--- src/rtl/cmd_stager.sv ---
`timescale 1ns/1ps
module cmd_stager #(
  parameter int DEPTH  = 8,
  parameter int WORD_W = 16,
  parameter int ERR_W  = 8
) (
  input  logic                    clk,
  input  logic                    rst_n,
  input  logic                    bus_wr,
  input  logic                    bus_rd,
  input  logic [2:0]              bus_sel,
  input  logic [WORD_W-1:0]       bus_wdata,
  output logic [ERR_W+WORD_W-1:0] bus_rdata,
  output logic                    out_valid,
  input  logic                    out_ready,
  output logic                    out_tag,
  output logic [WORD_W-1:0]       out_word,
  output logic                    out_last,
  output logic [WORD_W-1:0]       cmd_dest,
  output logic [WORD_W-1:0]       cmd_func,
  output logic                    inval,
  output logic [WORD_W-1:0]       inval_dest
);
  localparam int CNT_W = $clog2(DEPTH + 1);
  localparam int IDX_W = $clog2(DEPTH);
  localparam int ENT_W = WORD_W + 1;
  localparam logic [2:0] SEL_DEST = 3'd0, SEL_FUNC = 3'd1, SEL_PTR = 3'd2,
                         SEL_DATA = 3'd3, SEL_EXEC = 3'd4;
  localparam logic [ERR_W-1:0] ST_OK = 'h00, ST_OVF = 'h01, ST_BUSY = 'h02, ST_EMPTY = 'h03;

  logic [WORD_W-1:0] dest_q, func_q, ptr_q;
  logic [ERR_W-1:0]  err_q;
  logic [ENT_W-1:0]  ent_q [DEPTH];
  logic [CNT_W-1:0]  cnt_q;
  logic [IDX_W-1:0]  rd_q;
  logic              busy_q, ovf_q, inval_q;
  logic [WORD_W-1:0] low_rd;

  wire wr_ok  = bus_wr && !busy_q;
  wire push   = wr_ok && (bus_sel == SEL_PTR || bus_sel == SEL_DATA);
  wire full   = cnt_q == CNT_W'(DEPTH);
  wire exec   = bus_rd && bus_sel == SEL_EXEC;
  wire launch = exec && !busy_q && cnt_q != '0;
  wire pop    = busy_q && out_ready;
  wire last   = CNT_W'(rd_q) + CNT_W'(1) == cnt_q;

  always_ff @(posedge clk) begin
    if (push && !full) ent_q[cnt_q[IDX_W-1:0]] <= {bus_sel == SEL_PTR, bus_wdata};
  end

  always_ff @(posedge clk) begin
    if (!rst_n) begin
      dest_q <= '0; func_q <= '0; ptr_q <= '0; err_q <= ST_OK;
      cnt_q <= '0; rd_q <= '0; busy_q <= 1'b0; ovf_q <= 1'b0; inval_q <= 1'b0;
    end else begin
      inval_q <= launch;
      if (bus_wr && busy_q) err_q <= ST_BUSY;
      if (wr_ok) begin
        case (bus_sel)
          SEL_DEST: dest_q <= bus_wdata;
          SEL_FUNC: func_q <= bus_wdata;
          SEL_PTR:  ptr_q  <= bus_wdata;
          default: ;
        endcase
      end
      if (push) begin
        if (full) begin
          ovf_q <= 1'b1;
          err_q <= ST_OVF;
        end else begin
          cnt_q <= cnt_q + CNT_W'(1);
        end
      end
      if (exec) begin
        if (busy_q) err_q <= ST_BUSY;
        else if (cnt_q == '0) err_q <= ST_EMPTY;
        else begin
          busy_q <= 1'b1;
          err_q  <= ovf_q ? ST_OVF : ST_OK;
          ovf_q  <= 1'b0;
        end
      end
      if (pop) begin
        if (last) begin
          busy_q <= 1'b0;
          rd_q   <= '0;
          cnt_q  <= '0;
        end else begin
          rd_q <= rd_q + IDX_W'(1);
        end
      end
    end
  end

  always_comb begin
    case (bus_sel)
      SEL_DEST: low_rd = dest_q;
      SEL_FUNC: low_rd = func_q;
      SEL_PTR:  low_rd = ptr_q;
      default:  low_rd = '0;
    endcase
  end

  assign bus_rdata  = {err_q, low_rd};
  assign out_valid  = busy_q;
  assign out_tag    = ent_q[rd_q][WORD_W];
  assign out_word   = ent_q[rd_q][WORD_W-1:0];
  assign out_last   = busy_q && last;
  assign cmd_dest   = dest_q;
  assign cmd_func   = func_q;
  assign inval      = inval_q;
  assign inval_dest = dest_q;

  AST_NO_OVERFLOW: assert property (@(posedge clk) disable iff (!rst_n)
    cnt_q <= CNT_W'(DEPTH));
  AST_HOLD_STALL: assert property (@(posedge clk) disable iff (!rst_n)
    out_valid && !out_ready |=> out_valid && $stable(out_tag) && $stable(out_word));
  AST_DRAIN_END: assert property (@(posedge clk) disable iff (!rst_n)
    out_valid && out_ready && out_last |=> !out_valid);
  AST_INVAL_ONCE: assert property (@(posedge clk) disable iff (!rst_n)
    inval |=> !inval);
  AST_INVAL_LAUNCH: assert property (@(posedge clk) disable iff (!rst_n)
    inval |-> out_valid && $rose(out_valid));
  AST_DEST_HOLD: assert property (@(posedge clk) disable iff (!rst_n)
    !(bus_wr && bus_sel == SEL_DEST) |=> $stable(cmd_dest));
  AST_BUSY_HOLD: assert property (@(posedge clk) disable iff (!rst_n)
    out_valid && bus_wr |=> $stable(cmd_func) && $stable(cmd_dest));
endmodule

--- config.mk ---
export PLATFORM = sky130hd
export DESIGN_NAME = cmd_stager
export DESIGN_NICKNAME = d
export VERILOG_FILES = /design/src/rtl/cmd_stager.sv
export SDC_FILE = /design/constraint.sdc
export NUM_CORES = 1
export LEC_CHECK = 0
export BUFFER_PORTS_ARGS = -buffer_cell sky130_fd_sc_hd__buf_4
export CORE_MARGIN = 5
export CORE_UTILIZATION = 47
export DETAILED_ROUTE_END_ITERATION = 8
export MAX_ROUTING_LAYER = met4
export PLACE_DENSITY = 0.67
export SYNTH_ARGS = -nofsm -noshare
export SYNTH_HDL_FRONTEND = slang
export SYNTH_SLANG_ARGS = --single-unit
--- constraint.sdc ---
create_clock -name clk -period 5.7 [get_ports clk]
set_clock_uncertainty 0.05 [all_clocks]
set_input_delay 0.285 -clock clk [delete_from_list [all_inputs] [get_ports clk]]
set_output_delay 0.285 -clock clk [all_outputs]
set_load 0.05 [all_outputs]
==> summary.txt <==
Timing
  • Fmax: 0.363 GHz
  • Hold slack final: about 0.026 ns
  • Tmin final: ~2.8 ns
  • Slew Limit Headroom: between 20% and 30%
  • Slew @ Worst Pin: 1.11 ns
  • Tcrit/Tclk final: between 40 and 50%
  • Final max-slew violation count: 0
  • RSZ-0062 raised after global routing: no
  • Final Hold Viols: 0
  • Final Setup Violations: 0
  • Setup TNS: 0 ns

Clock network
  • Worst skew pair latency: ~0.49 ns
  • CTS Buffer Depth: 3
  • Hold Buf Count CTS: 0
  • Post-CTS Setup Inserts: 0
  • CTS Buf Count: 21
  • H-tree Lvls: 1
  • Post-CTS Resized: 0
  • Root Driver: clkbuf_16
  • CTS tree: yes
  • Clock net sink count: 205
  • CTS clk-pin slew, worst paths: 0.06 ns

Layout
  • Share of cells above drive strength 1: about a quarter
  • Final Non-Filler Cells: 923
  • Antenna Cells: 0
  • Post-layout nets: 707
  • Area Growth Syn to Fin: 18.5%
  • Design Area, Final: just over 10,000 sq um

Global route
  • First-pass GRT wire length: around 28,000 um
  • GRT Util Overall: between 10% and 20%
  • Initial antenna violation count: 0
  • M3 GR Usage: between 2 and 3%
  • Vias in the first global route: 5,007
  • Grt met2 use: between 20% and 30%
  • Gr busiest metal: met2
  • Met1 Resource Use GR: about a quarter
  • Gr ovfl total: 0
  • Largest net degree at the start of global routing: 55

Floorplanning
  • Initial core utilization: 47.6%
  • Die Ht: 145 um
  • # rows: 49
  • Core area: roughly 18,000 sq um
  • I/O pin count: roughly 120
  • Die W: 145 um
  • Die area: 20,900 sq um

Pwr
  • Switching share of power: 21.2%
  • Power per cell area: between 300 and 400 nW/um^2
  • Reg power frac: about 50%
  • Leakage Power: about 3.7 nW
  • Logic pwr share: 5.3%
  • Tot Pwr: around 3.1 mW
  • Clock share of power: between 40% and 50%
  • Worst VDD drop: 188 uV
  • Int Pwr: 2.46 mW
  • Psw: between 0.6 and 0.7 mW

Logic synthesis
  • Most used flip-flop cell after synthesis: edfxtp_1
  • Synth area leaders: edfxtp_1 48%, dfxtp_1 16%, mux4_1 9.3%, mux2i_1 3.8%, nand2_1 3.5%
  • FFs w/ async S/R, synth: 0%
  • Mapped Avg Cell Area: between 10 and 15 sq um
  • Compound-gate portion of the synthesized area: ~5.0%
  • Mux contribution to synthesized area: 16.3%
  • Post-Synthesis Cell Area: 8520 sq um
  • Largest family of logic cells by synthesized area: multiplexers
  • Synth Instances: approximately 590
  • Post-synth top area share: roughly 48%
  • Post-synthesis xor/xnor area fraction: less than 1%
  • Post-synthesis sequential area ratio: 64.2%
  • Most frequent cell after synthesis: edfxtp_1
  • Synth area leader: edfxtp_1
  • Synth Register Bits: about 210
  • Yosys warning count: 0
  • Synth Area in Adders: less than 1%
  • Netlist cell types: 43
  • Post-synth EDFFs: 136
  • Synthesized net count: roughly 600
  • Post-Synth Simple-Gate Area: 9.29%
  • Post-synth top cells: 136 x edfxtp_1, 79 x nand2_1, 69 x dfxtp_1, 46 x nor2_1, 32 x mux2i_1

Worst setup path
  • R2r setup slk: 3.27 ns
  • Worst setup SP type: register
  • Crit path max fanout: 34
  • Critical path arrival: 2.42 ns
  • CP Class: reg2out
  • CP top delay family: multiplexers
  • CP bufs+invs: 2
  • Critical Path RT: 5.37 ns
  • CP endpoint kind: primary output
  • Critical path depth in cells: 4
  • Slowest stage cell, crit path: mux4_1
  • R2r startpoint: out_valid
  • FF-to-FF End: ent_q[5][8]
  • Critical Path Sink: out_word[15]
  • Cells on worst reg2reg path: 4
  • Slowest stage delay, CP: 0.63 ns
  • Cell mode on critical path: buf_4
  • Crit-path cells: buf_4 > mux4_1 > mux2_2 > buf_4

Job
  • Number of max-cap violations: 0

Hold path
  • Hold Crit Class: in2reg
  • HP Start: bus_wdata[11]

Run status
  • Outcome: complete, no violations

Routing
  • Drt wl/cell: 19.3 um
  • Drt first pass iters: 4
  • DRT iter0 DRCs: between 200 and 300
  • Final wirelength: about 18,000 um
  • Post-DRT Antenna Nets: 0
  • DRC viols: 0
  • Vias post-DR: 4,876
  • Routed vias/inst: 5.28

Placement
  • Number of port buffers: between 100 and 150
  • Final Wtd Congestion: 0.854
  • Placed cells: just under 900
  • Post-DP HPWL: ~12,000 um
  • Area after DPL: approximately 9400 sq um
-- layout by cell type, fill, tap and decap left out, types with 3 or more instances in the layout --
cell type	instances
inv_1	4
mux4_2	4
a21oi_1	20
nor2_1	46
edfxtp_1	136
buf_4	122
clkinv_1	4
nand3b_1	3
clkbuf_1	3
dfxtp_1	68
mux2i_1	32
xor2_1	6
clkbuf_16	21
and2_1	8
a21boi_1	8
mux2_2	17
nand2_1	79
bufinv_16	3
nor2b_1	18
a21boi_0	24
ha_1	3
clkinv_2	4
mux4_1	30
-- worst min-delay path by stage --
stage	to	slack [ns]	depth (start not counted)
6_report	ent_q[6][11]	0.03	1
4_1_cts	ent_q[6][11]	0.004	1
3_5_place_dp	err_q[2]	0.40	1
5_1_grt	ent_q[5][15]	0.02	1
3_3_place_gp	err_q[6]	0.39	1
2_1_floorplan	ent_q[0][0]	0.33	0
-- metrics by stage --
stage	setup slack (ns)	util, %
after floorplan	2.64	-
after global placement	3.32	52.6
after detailed placement	3.20	52.6
after CTS	2.87	56.4
after global routing	2.83	56.4
final	2.95	56.4
-- cell families after synthesis --
kind of cell               Yosys count
and+or+nand+nor                    172
xor gates and xnor gates             8
AOI/OAI and AO/OA                   60
muxes                               83
DFF                                205
adders and majority gates            3
buffers and inverters               56
-- final cells by class --
class                           count  area [sq um]
Clock buffer                       24           537
Clock inverter                     13           141
Fill cell                        1452          7810
Inverter                            4          15.0
Multi-Input combinational cell    326          2730
Sequential cell                   205          5470
Tap cell                          229           287
Timing Repair Buffer              122           916
-- metal layers --
| metal | part of all wire [%] | up-vias |
|---|---|---|
| met1 | 45 | 2353 |
| li1 | - | 2326 |
| met5 | 0 | - |
| met3 | 6.3 | 27 |
| met2 | 47 | 170 |
| met4 | 2.0 | 0 |
-- flip-flops by register name, indices dropped and copies added, names as in the netlist, named ones only --
name,count
rd_q,3
cmd_func,16
ent_q,136
cmd_dest,16
cnt_q,4
inval,1
out_valid,1
err_q,8
ptr_q,16
ovf_q,1
-- power by group through the flow --
stage | sequential, mW | clock, mW | combinational, mW
finish | 1.61 | 1.35 | 0.167
global placement | 1.64 | 0 | 0.164
global route | 1.61 | 1.44 | 0.178
detailed placement | 1.64 | 0 | 0.168
CTS | 1.61 | 1.38 | 0.168
floorplan | 1.65 | 0 | 0.0903
(Power assumes the default switching activity.)
